### src/rtl/pci_pkg.sv
package pci_pkg;

    localparam int BYTE_W = 8;
    localparam int ADDR_W = 2 * BYTE_W;
    localparam int ARG_W  = 3 * BYTE_W;
    localparam int IDX_W  = 3;

    typedef enum logic [3:0] {
        OP_NONE  = 4'd0,
        OP_ENTER = 4'd1,
        OP_WR_LO = 4'd2,
        OP_WR_HI = 4'd3,
        OP_RD_PG = 4'd4,
        OP_WR_DM = 4'd5,
        OP_RD_DM = 4'd6,
        OP_ERASE = 4'd7,
        OP_PAGE  = 4'd8,
        OP_RAW   = 4'd9
    } op_e;

    typedef enum logic [3:0] {
        RK_CR, RK_QM, RK_WORD, RK_BYTE, RK_BYTE_CR,
        RK_ID, RK_SWV, RK_HWV, RK_DEVS, RK_PTYPE
    } rk_e;

    typedef struct packed {
        logic       known;
        logic       gated;
        logic [1:0] nargs;
        op_e        op;
        rk_e        rk;
    } dec_t;

    function automatic logic [7:0] dev_code(input int i);
        return 8'(8'h10 + 8'h11 * (i + 1));
    endfunction

    function automatic dec_t decode(input logic [7:0] c);
        dec_t d;
        d.known = 1'b1;
        d.gated = 1'b1;
        d.nargs = 2'd0;
        d.op    = OP_NONE;
        d.rk    = RK_CR;
        case (c)
            "P": begin d.op = OP_ENTER; d.gated = 1'b0; end
            "T": begin d.nargs = 2'd1; d.gated = 1'b0; end
            "S": begin d.rk = RK_ID;   d.gated = 1'b0; end
            "V": begin d.rk = RK_SWV;  d.gated = 1'b0; end
            "v": begin d.rk = RK_HWV;  d.gated = 1'b0; end
            "t": begin d.rk = RK_DEVS; d.gated = 1'b0; end
            "L": ;
            "p": d.rk = RK_PTYPE;
            "A": d.nargs = 2'd2;
            "R": begin d.op = OP_RD_PG; d.rk = RK_WORD; end
            "c": begin d.op = OP_WR_LO; d.nargs = 2'd1; end
            "C": begin d.op = OP_WR_HI; d.nargs = 2'd1; end
            "D": begin d.op = OP_WR_DM; d.nargs = 2'd1; end
            "d": begin d.op = OP_RD_DM; d.rk = RK_BYTE; end
            "e": d.op = OP_ERASE;
            "m": d.op = OP_PAGE;
            ":": begin d.op = OP_RAW; d.nargs = 2'd3; d.rk = RK_BYTE_CR; end
            "x", "y": d.nargs = 2'd1;
            default: d.known = 1'b0;
        endcase
        return d;
    endfunction

endpackage

### src/rtl/pci_addr_reg.sv
module pci_addr_reg
    import pci_pkg::*;
(
    input  logic              clk,
    input  logic              rst_n,
    input  logic              load_i,
    input  logic [ADDR_W-1:0] din_i,
    input  logic              inc_i,
    output logic [ADDR_W-1:0] addr_o
);

    always_ff @(posedge clk) begin
        if (!rst_n)      addr_o <= '0;
        else if (load_i) addr_o <= din_i;
        else if (inc_i)  addr_o <= addr_o + 1'b1;
    end

    assert_addr_step_R7: assert property (@(posedge clk) disable iff (!rst_n)
        (inc_i && !load_i) |=> (addr_o == ADDR_W'($past(addr_o) + 1'b1)));

endmodule

### src/rtl/pci_reply_rom.sv
module pci_reply_rom
    import pci_pkg::*;
#(
    parameter int NUM_DEV = 4,
    parameter int SW_MAJ  = 2,
    parameter int SW_MIN  = 1,
    parameter int HW_MAJ  = 1,
    parameter int HW_MIN  = 0
) (
    input  rk_e              kind_i,
    input  logic [IDX_W-1:0] idx_i,
    input  logic [15:0]      cap_i,
    output logic [7:0]       byte_o,
    output logic             last_o
);

    localparam logic [55:0] ID_STR = "BYTEPRG";
    localparam int          ID_LEN = 7;

    always_comb begin
        byte_o = 8'h0D;
        last_o = 1'b1;
        case (kind_i)
            RK_QM:    byte_o = 8'h3F;
            RK_PTYPE: byte_o = 8'h53;
            RK_BYTE:  byte_o = cap_i[7:0];
            RK_WORD: begin
                byte_o = (idx_i == '0) ? cap_i[15:8] : cap_i[7:0];
                last_o = (idx_i == IDX_W'(1));
            end
            RK_BYTE_CR: begin
                byte_o = (idx_i == '0) ? cap_i[7:0] : 8'h0D;
                last_o = (idx_i == IDX_W'(1));
            end
            RK_ID: begin
                byte_o = ID_STR[8*(ID_LEN-1-int'(idx_i)) +: 8];
                last_o = (idx_i == IDX_W'(ID_LEN-1));
            end
            RK_SWV: begin
                byte_o = (idx_i == '0) ? 8'(48 + SW_MAJ) : 8'(48 + SW_MIN);
                last_o = (idx_i == IDX_W'(1));
            end
            RK_HWV: begin
                byte_o = (idx_i == '0) ? 8'(48 + HW_MAJ) : 8'(48 + HW_MIN);
                last_o = (idx_i == IDX_W'(1));
            end
            RK_DEVS: begin
                byte_o = (int'(idx_i) < NUM_DEV) ? dev_code(int'(idx_i)) : 8'h00;
                last_o = (idx_i == IDX_W'(NUM_DEV));
            end
            default: ;
        endcase
    end

endmodule

### src/rtl/prog_cmd_interp.sv
module prog_cmd_interp
    import pci_pkg::*;
#(
    parameter int NUM_DEV = 4,
    parameter int SW_MAJ  = 2,
    parameter int SW_MIN  = 1,
    parameter int HW_MAJ  = 1,
    parameter int HW_MIN  = 0
) (
    input  logic        clk,
    input  logic        rst_n,
    input  logic        rx_valid,
    input  logic [7:0]  rx_data,
    output logic        rx_ready,
    output logic        tx_valid,
    output logic [7:0]  tx_data,
    input  logic        tx_ready,
    output logic        req_valid,
    output logic [3:0]  req_op,
    output logic [15:0] req_addr,
    output logic [23:0] req_arg,
    input  logic        req_ack,
    input  logic [15:0] ack_data
);

    typedef enum logic [2:0] {ST_IDLE, ST_ARGS, ST_EXEC, ST_REQ, ST_REPLY} st_e;

    st_e              state_q, state_d;
    logic [7:0]       cmd_q;
    logic [1:0]       need_q;
    logic [ARG_W-1:0] arg_q;
    op_e              op_q;
    rk_e              rk_q;
    logic [IDX_W-1:0] idx_q;
    logic [15:0]      cap_q;
    logic             prog_mode, dev_sel;
    logic [7:0]       dev_q;
    dec_t             dec_w;
    logic             allow_w, take_w, last_w, ack_w;

    always_comb dec_w = decode(rx_data);

    assign allow_w = dec_w.known && (!dec_w.gated || prog_mode)
                   && !(rx_data == "T" && prog_mode)
                   && !(rx_data == "P" && !dev_sel);
    assign rx_ready  = (state_q == ST_IDLE) || (state_q == ST_ARGS);
    assign take_w    = rx_valid && rx_ready;
    assign tx_valid  = (state_q == ST_REPLY);
    assign req_valid = (state_q == ST_REQ);
    assign req_op    = op_q;
    assign req_arg   = arg_q;
    assign ack_w     = req_valid && req_ack;

    pci_addr_reg u_addr (
        .clk    (clk),
        .rst_n  (rst_n),
        .load_i (state_q == ST_EXEC && cmd_q == "A"),
        .din_i  (arg_q[ADDR_W-1:0]),
        .inc_i  (ack_w && (cmd_q == "R" || cmd_q == "C")),
        .addr_o (req_addr)
    );

    pci_reply_rom #(
        .NUM_DEV(NUM_DEV), .SW_MAJ(SW_MAJ), .SW_MIN(SW_MIN),
        .HW_MAJ(HW_MAJ), .HW_MIN(HW_MIN)
    ) u_rom (
        .kind_i (rk_q),
        .idx_i  (idx_q),
        .cap_i  (cap_q),
        .byte_o (tx_data),
        .last_o (last_w)
    );

    // state register
    always_ff @(posedge clk) begin
        if (!rst_n) state_q <= ST_IDLE;
        else        state_q <= state_d;
    end

    // transitions
    always_comb begin
        state_d = state_q;
        unique case (state_q)
            ST_IDLE:  if (take_w) state_d = !allow_w ? ST_REPLY :
                                            (dec_w.nargs != 2'd0) ? ST_ARGS : ST_EXEC;
            ST_ARGS:  if (take_w && need_q == 2'd1) state_d = ST_EXEC;
            ST_EXEC:  state_d = (op_q != OP_NONE) ? ST_REQ : ST_REPLY;
            ST_REQ:   if (req_ack) state_d = ST_REPLY;
            ST_REPLY: if (tx_ready && last_w) state_d = ST_IDLE;
            default:  state_d = ST_IDLE;
        endcase
    end

    // datapath and mode registers
    always_ff @(posedge clk) begin
        if (!rst_n) begin
            cmd_q     <= '0;
            need_q    <= '0;
            arg_q     <= '0;
            op_q      <= OP_NONE;
            rk_q      <= RK_CR;
            idx_q     <= '0;
            cap_q     <= '0;
            prog_mode <= 1'b0;
            dev_sel   <= 1'b0;
            dev_q     <= '0;
        end else begin
            unique case (state_q)
                ST_IDLE: if (take_w) begin
                    cmd_q  <= rx_data;
                    need_q <= dec_w.nargs;
                    arg_q  <= '0;
                    idx_q  <= '0;
                    op_q   <= allow_w ? dec_w.op : OP_NONE;
                    rk_q   <= allow_w ? dec_w.rk : RK_QM;
                end
                ST_ARGS: if (take_w) begin
                    arg_q  <= {arg_q[ARG_W-9:0], rx_data};
                    need_q <= need_q - 2'd1;
                end
                ST_EXEC: begin
                    if (cmd_q == "T") begin
                        dev_q   <= arg_q[7:0];
                        dev_sel <= 1'b1;
                    end
                    if (cmd_q == "L") prog_mode <= 1'b0;
                    if (cmd_q == "P") arg_q <= {16'h0, dev_q};
                end
                ST_REQ: if (req_ack) begin
                    cap_q <= ack_data;
                    if (cmd_q == "P") prog_mode <= 1'b1;
                end
                ST_REPLY: if (tx_ready) idx_q <= idx_q + 1'b1;
                default: ;
            endcase
        end
    end

    assert_req_hold_R12: assert property (@(posedge clk) disable iff (!rst_n)
        (req_valid && !req_ack) |=> (req_valid && $stable(req_op)
                                     && $stable(req_addr) && $stable(req_arg)));

    assert_tx_hold_R12: assert property (@(posedge clk) disable iff (!rst_n)
        (tx_valid && !tx_ready) |=> (tx_valid && $stable(tx_data)));

    assert_rx_block_R12: assert property (@(posedge clk) disable iff (!rst_n)
        (tx_valid || req_valid) |-> !rx_ready);

    assert_deny_qmark_R2: assert property (@(posedge clk) disable iff (!rst_n)
        (state_q == ST_IDLE && take_w && !allow_w) |=> (tx_valid && tx_data == 8'h3F));

    assert_mode_needs_dev_R4: assert property (@(posedge clk) disable iff (!rst_n)
        prog_mode |-> dev_sel);

endmodule

### config.mk
export PLATFORM = sky130hd
export DESIGN_NAME = prog_cmd_interp
export DESIGN_NICKNAME = d
export VERILOG_FILES = /design/src/rtl/pci_pkg.sv /design/src/rtl/pci_addr_reg.sv /design/src/rtl/pci_reply_rom.sv /design/src/rtl/prog_cmd_interp.sv
export SDC_FILE = /design/constraint.sdc
export NUM_CORES = 1
export LEC_CHECK = 0
export BUFFER_PORTS_ARGS = -buffer_cell sky130_fd_sc_hd__buf_2
export CAP_MARGIN = 40
export CORE_MARGIN = 5
export CORE_UTILIZATION = 40
export DETAILED_ROUTE_END_ITERATION = 10
export MAX_ROUTING_LAYER = met4
export SLEW_MARGIN = 10
export SYNTH_ARGS = -nofsm -noshare
export SYNTH_HDL_FRONTEND = slang
export SYNTH_SLANG_ARGS = --single-unit
### constraint.sdc
create_clock -name clk -period 2.55 [get_ports clk]
set_input_delay 0.51 -clock clk [delete_from_list [all_inputs] [get_ports clk]]
set_output_delay 0.51 -clock clk [all_outputs]
set_load 0.01 [all_outputs]
# Word-level counts from Yosys, hierarchy flattened
# Index checks and enable logic that the tools add are counted.
# totals
register_bits	90
inputBits	29
output_inout_bits	55
word_cells	147
# classes
addsub	6
multipliers	1
order_cmp	1
n_eq_ne	51
shifts	1
n_mux	37
reduce_logical	38
# ops
cell	count
$eq A8 B7 Y1 const B	24
$mux W24	3
$pmux W24 S3	1
$pmux W8 S9	1
$shiftx A56 B32 Y8 const A	1
$pmux W4 S9	1
$mul A5 B32 Y8 const A	1
$mux W16	2
$pmux W4 S8	1
$mux W3	8
$mux W8	3
$reduce_or A19 Y1	1
$add A16 B1 Y16 const B	1
$eq A4 B3 Y1 const B	4
$pmux W3 S5	1
$ne A2 B1 Y1 const B	7
$reduce_and A4 Y1	3
$reduce_or A6 Y1	2
$logic_and A1 B1 Y1	11
$reduce_bool A2 Y1	5
$eq A3 B3 Y1 const B	3
$add A5 B8 Y8 const A	1
$eq A4 B2 Y1 const B	2
$eq A4 B4 Y1 const B	2
other kinds (27)	46

# Longest topological paths before layout
# depth
ltp_word	9
mapped_depth	10

# Hierarchy
# From an unflattened synthesis, not the netlist that was laid out.
# unflattened
cells_unflattened	659
area_unflattened_um2	5253.8
# modules_own_cells
mod	n_inst	cells_each	area_per_inst_um2	seq_area_each_um2
prog_cmd_interp	1	433	3484.6	1481.4
pci_addr_reg	1	99	919.6	320.3
pci_reply_rom	1	127	849.6	0.0

# Least setup slack after synthesis
# Ideal clock, no wire load.
# synth_timing
kind	reg2out
start	register idx_q[2]
end	output port tx_data[6]
arrival_ns	2.002
required_time_ns	2.040
path_slack_ns	0.038
path_stages_with_launch	9
path_cell_list	dfxtp_1 -> clkbuf_1 -> inv_1 -> ha_1 -> clkbuf_1 -> inv_1 -> ha_1 -> a21o_1 -> a221o_1
# synth_between
elab_chain_len	5
word_cells_on_any_way	11
cone_classes	add/sub (3); mul (1); order compare (1); shift (1); mux (4); reduce/logical (1)
# synth_lines
element	line	text
start: declaration	prog_cmd_interp.sv:34	logic [IDX_W-1:0] idx_q;
start signal: assignment	prog_cmd_interp.sv:133	ST_REPLY: if (tx_ready) idx_q <= idx_q + 1'b1;
$add A3 B1 Y4	pci_pkg.sv:35	return 8'(8'h10 + 8'h11 * (i + 1));
$mul A5 B32 Y8	pci_pkg.sv:35	
$add A5 B8 Y8	pci_pkg.sv:35	
$mux W8	pci_reply_rom.sv:48	byte_o = (int'(idx_i) < NUM_DEV) ? dev_code(int'(idx_i)) : 8'h00;
$pmux W8 S9 (*)	pci_reply_rom.sv:23	case (kind_i)
end: declaration	prog_cmd_interp.sv:16	output logic [7:0] tx_data,
# Mark *: on every way between the ends. The rest lies on a longest branch, timed or not.

# Worst setup path after layout
# layout_timing
start	register idx_q[0]
end	output port tx_data[6]
# The elaborated chain is that of the path after synthesis.

==> metrics.md <==
| Metric | Value |
|---|---|
| Overall Power | `3.05 mW` |
| H-tree Lvls | `3` |
| Register area share after synthesis | `0.355` |
| Detail Route Antenna Nets | `0` |
| Syn_area_per_cell | `7.85 sq um` |
| Synth Area in Compound Gates | `0.267` |
| Crit. End Element | `output pin` |
| Leak Pwr | `2.28 nW` |
| Status | `complete, no violations` |
| Worst Path Max Fanout | `4` |
| R2R Setup Slk | `0.30 ns` |
| Cells after Synth | `647` |
| Post-synth EDFFs | `0` |
| Arrival @ worst endpoint | `1.99 ns` |
| Post-DR vias/cell | `5.59` |
| GRT overflow | `0` |
| GP Congestion | `0.887` |
| IO Count | `84` |
| Setup WS post-layout | `0.0466 ns` |
| Seq pwr share | `0.478` |
| Multi-input logic area | `3110 sq um` |
| Post-route cell area | `6150 sq um` |
| Die Area | `15100 sq um` |
| WL/cell | `16.8 microns` |
| Hold_ws | `0.411 ns` |
| CP Cell Sequence | `ha_4, ha_4, inv_4, ha_4, a21o_1, a221o_1, buf_2` |
| Distinct cells, synth | `68` |
| Worst-Margin Slew | `0.706 ns` |
| RSZ-0062 raised after global routing | `true` |
| CP top delay family | `adder cells` |
| Clock slew seen by the registers of the worst setup and hold paths | `0.07 ns` |
| Main synth FF type | `dfxtp_1` |
| Finish-stage setup viols | `0` |
| Post-layout min period | `2.50 ns` |
| HP Class | `in2reg` |
| FILL cells | `1278` |
| DR iter-0 viols | `339` |
| Comb power frac | `0.103` |
| Max VDD drop | `304 uV` |
| Die Ht | `123 microns` |
| Root Buffer | `clkbuf_16` |
| Worst rel slew slack | `0.523` |
| Final period utilization | `0.982` |
| Area Overhead vs Synth | `21.0%` |
| Switch Pwr | `0.822 mW` |
| Required @ worst endpoint | `2.04 ns` |
| Vias in the first global route | `4956` |
| Crit-path most repeated cell | `ha_4` |
| Clock Power Share | `0.420` |
| Synth Area in Simple Gates | `0.276` |
| Max Slew Vio Count | `0` |
| # diodes | `0` |
| Crit Path Class | `reg2out` |
| Flop and latch count out of synthesis | `90` |
| Vias | `5067` |
| CORE AREA | `12500 sq um` |
| Syn nets | `686` |
| Mux contribution to synthesized area | `0.0222` |
| Die width | `123 microns` |
| Nets | `768` |
| IO buf count | `83` |
| Post-synth ARST share | `0` |
| Worst path max stage delay | `0.37 ns` |
| Pin count of the biggest net entering global routing | `38` |
| Int Pwr | `2.23 mW` |
| MaxCap Viol Count | `0` |
| Initial antenna violation count | `0` |
| Register area | `1810 sq um` |
| Core Rows | `41` |
| TritonCTS clock tree | `done` |
| Drt drc | `0` |
| Yosys warning total | `0` |
| Adder-Cell Fraction of Synth Area | `0.0246` |
| Final Hold Viols | `0` |
| Starting Density | `0.406` |
| Pre-antenna DRT Iters | `5` |
| Sw frac | `0.269` |
| First-pass GRT wire length | `24.9 mm` |
| Num CTS Buffers | `9` |
| Slowest-stage cell, CP | `dfxtp_4` |
| Mapped Area | `5080 sq um` |
| Post-synthesis xor/xnor area fraction | `0.00690` |
| Startpoint types | `flip-flop` |
| Main combinational cell family by area after synthesis | `simple AND/OR/NAND/NOR gates` |
| Worst-Skew Late Latency | `0.35 ns` |
| CTS Buffer Depth | `2` |
| Worst path bufs/invs | `2` |
| Fmax | `399 MHz` |
| Placed Area | `5760 sq um` |
| Pre-CTS WS | `0.169 ns` |
| Total track usage | `0.213` |
| Dpl hpwl | `11.2 mm` |
| Clock sinks | `90` |
| Pwr Density | `497 nW/um^2` |
| WL final | `15.2 mm` |
| Layout cell share with drive strength beyond 1 | `0.219` |
| Max Clock Skew | `0.00895 ns` |
-- synthesized netlist by cell type (all sizes together), types with 10 or more instances --
library cell  instances  area, sq um
a21boi               54          405
a21oi                33          165
a221oi               10         93.8
a31oi                12         90.1
buf                  10         53.8
clkbuf               33          124
dfxtp                90         1800
ha                   10          125
inv                  18         67.6
nand2               110          413
nand2b               10         62.6
nand3                32          160
nor2                 37          139
nor2b                20          125
nor3                 14         70.1
nor3b                13         97.6
o21ai                43          219
-- cell usage in the layout (no fill, tap or decap), types with 3 or more instances in the layout --
| master | Yosys | layout |
|---|---|---|
| buf_4 | 2 | 31 |
| nand4_1 | 3 | 3 |
| o21ai_0 | 35 | 35 |
| o21a_1 | 3 | 3 |
| nand3b_1 | 6 | 6 |
| a21oi_1 | 33 | 33 |
| a22oi_1 | 4 | 4 |
| o21ai_1 | 7 | 7 |
| nand2_1 | 110 | 109 |
| nor3_2 | 0 | 3 |
| a32oi_1 | 3 | 3 |
| ha_4 | 0 | 4 |
| nand3_1 | 32 | 32 |
| dfxtp_1 | 90 | 86 |
| clkbuf_16 | 0 | 9 |
| inv_1 | 18 | 15 |
| nor2b_1 | 20 | 19 |
| a221o_1 | 4 | 4 |
| o31ai_1 | 3 | 3 |
| nor4b_1 | 3 | 3 |
| nor3_1 | 14 | 11 |
| nor2_1 | 37 | 36 |
| and3_1 | 8 | 7 |
| a21boi_0 | 52 | 52 |
| nor3b_1 | 13 | 13 |
| buf_2 | 7 | 83 |
| and2_1 | 7 | 6 |
| ha_1 | 10 | 6 |
| nand2b_1 | 10 | 10 |
| a221oi_1 | 9 | 9 |
| mux2i_1 | 9 | 9 |
| nor4_1 | 4 | 4 |
| a31oi_1 | 11 | 11 |
-- what timing repair did --
action / in CTS / in global routing
setup buffers: 1 / 0
endpoints found under the setup margin: 8 / 8
pin swaps: 4 / 2
endpoints found under the hold margin: 0 / 0
hold buffers: 0 / 0
resized for setup: 12 / 14
gates cloned: 0 / 0
-- per-stage QoR --
step / TNS [ns] / cells / util
after floorplan: 0 / 647 / -
after global placement: 0 / 889 / 0.460
after detailed placement: 0 / 889 / 0.460
after CTS: -0.0130 / 906 / 0.488
after global routing: -0.0299 / 906 / 0.491
final: 0 / 906 / 0.491
-- worst paths after layout --
check	start	endpoint	cells after the start
setup / recovery	idx_q[0]	tx_data[6]	7
hold / removal	ack_data[7]	cap_q[7]	3
setup reg to reg	cmd_q[7]	req_arg[3]	5
hold reg to reg	req_arg[22]	req_arg[22]	2
-- layer usage --
metal  up-vias  routed length (microns)  share of wire  GRT usage
met2       134                     7390           0.49      0.348
met4         0                      323          0.021     0.0917
met3        23                      657          0.043     0.0304
met5         -                        0              0          -
li1       2482                        -              -          -
met1      2428                     6840           0.45      0.262
-- area by class of cell --
| class | count | share of cell area |
|---|---|---|
| multi-input combinational | 496 | 0.506 |
| timing repair buffer | 114 | 0.105 |
| clock inverter | 7 | 0.00997 |
| clock buffer | 9 | 0.0366 |
| tap | 172 | 0.0350 |
| sequential | 90 | 0.295 |
| inverter | 18 | 0.0118 |
-- worst min-delay path: stages --
cell      delay, ns
buf_2          0.10
nand2_1        0.04
a21boi_0       0.07
-- power groups by stage --
stage | combinational (mW) | clock [mW] | sequential, mW
final | 0.314 | 1.28 | 1.46
after floorplan | 0.194 | 0 | 1.48
after global routing | 0.346 | 1.38 | 1.46
after detailed placement | 0.305 | 0 | 1.49
after global placement | 0.302 | 0 | 1.49
after CTS | 0.308 | 1.32 | 1.46
-- kinds of logic after synthesis --
family | Yosys count
flip-flops | 90
AO/OA/AOI/OAI | 193
multiplexers | 11
buffers and inverters | 61
XOR/XNOR | 4
AND/OR/NAND/NOR | 278
adder cells (fa/ha/maj) | 10
-- sequential cells by signal (all words and copies together), names as in the netlist --
register and count:
prog_mode 1, req_op 4, need_q 2, req_arg 24, state_q 3, dev_sel 1
idx_q 3, u_addr.addr_o 16, rk_q 4, cap_q 16, cmd_q 8, dev_q 8
Power figures use the tool's default switching activity.
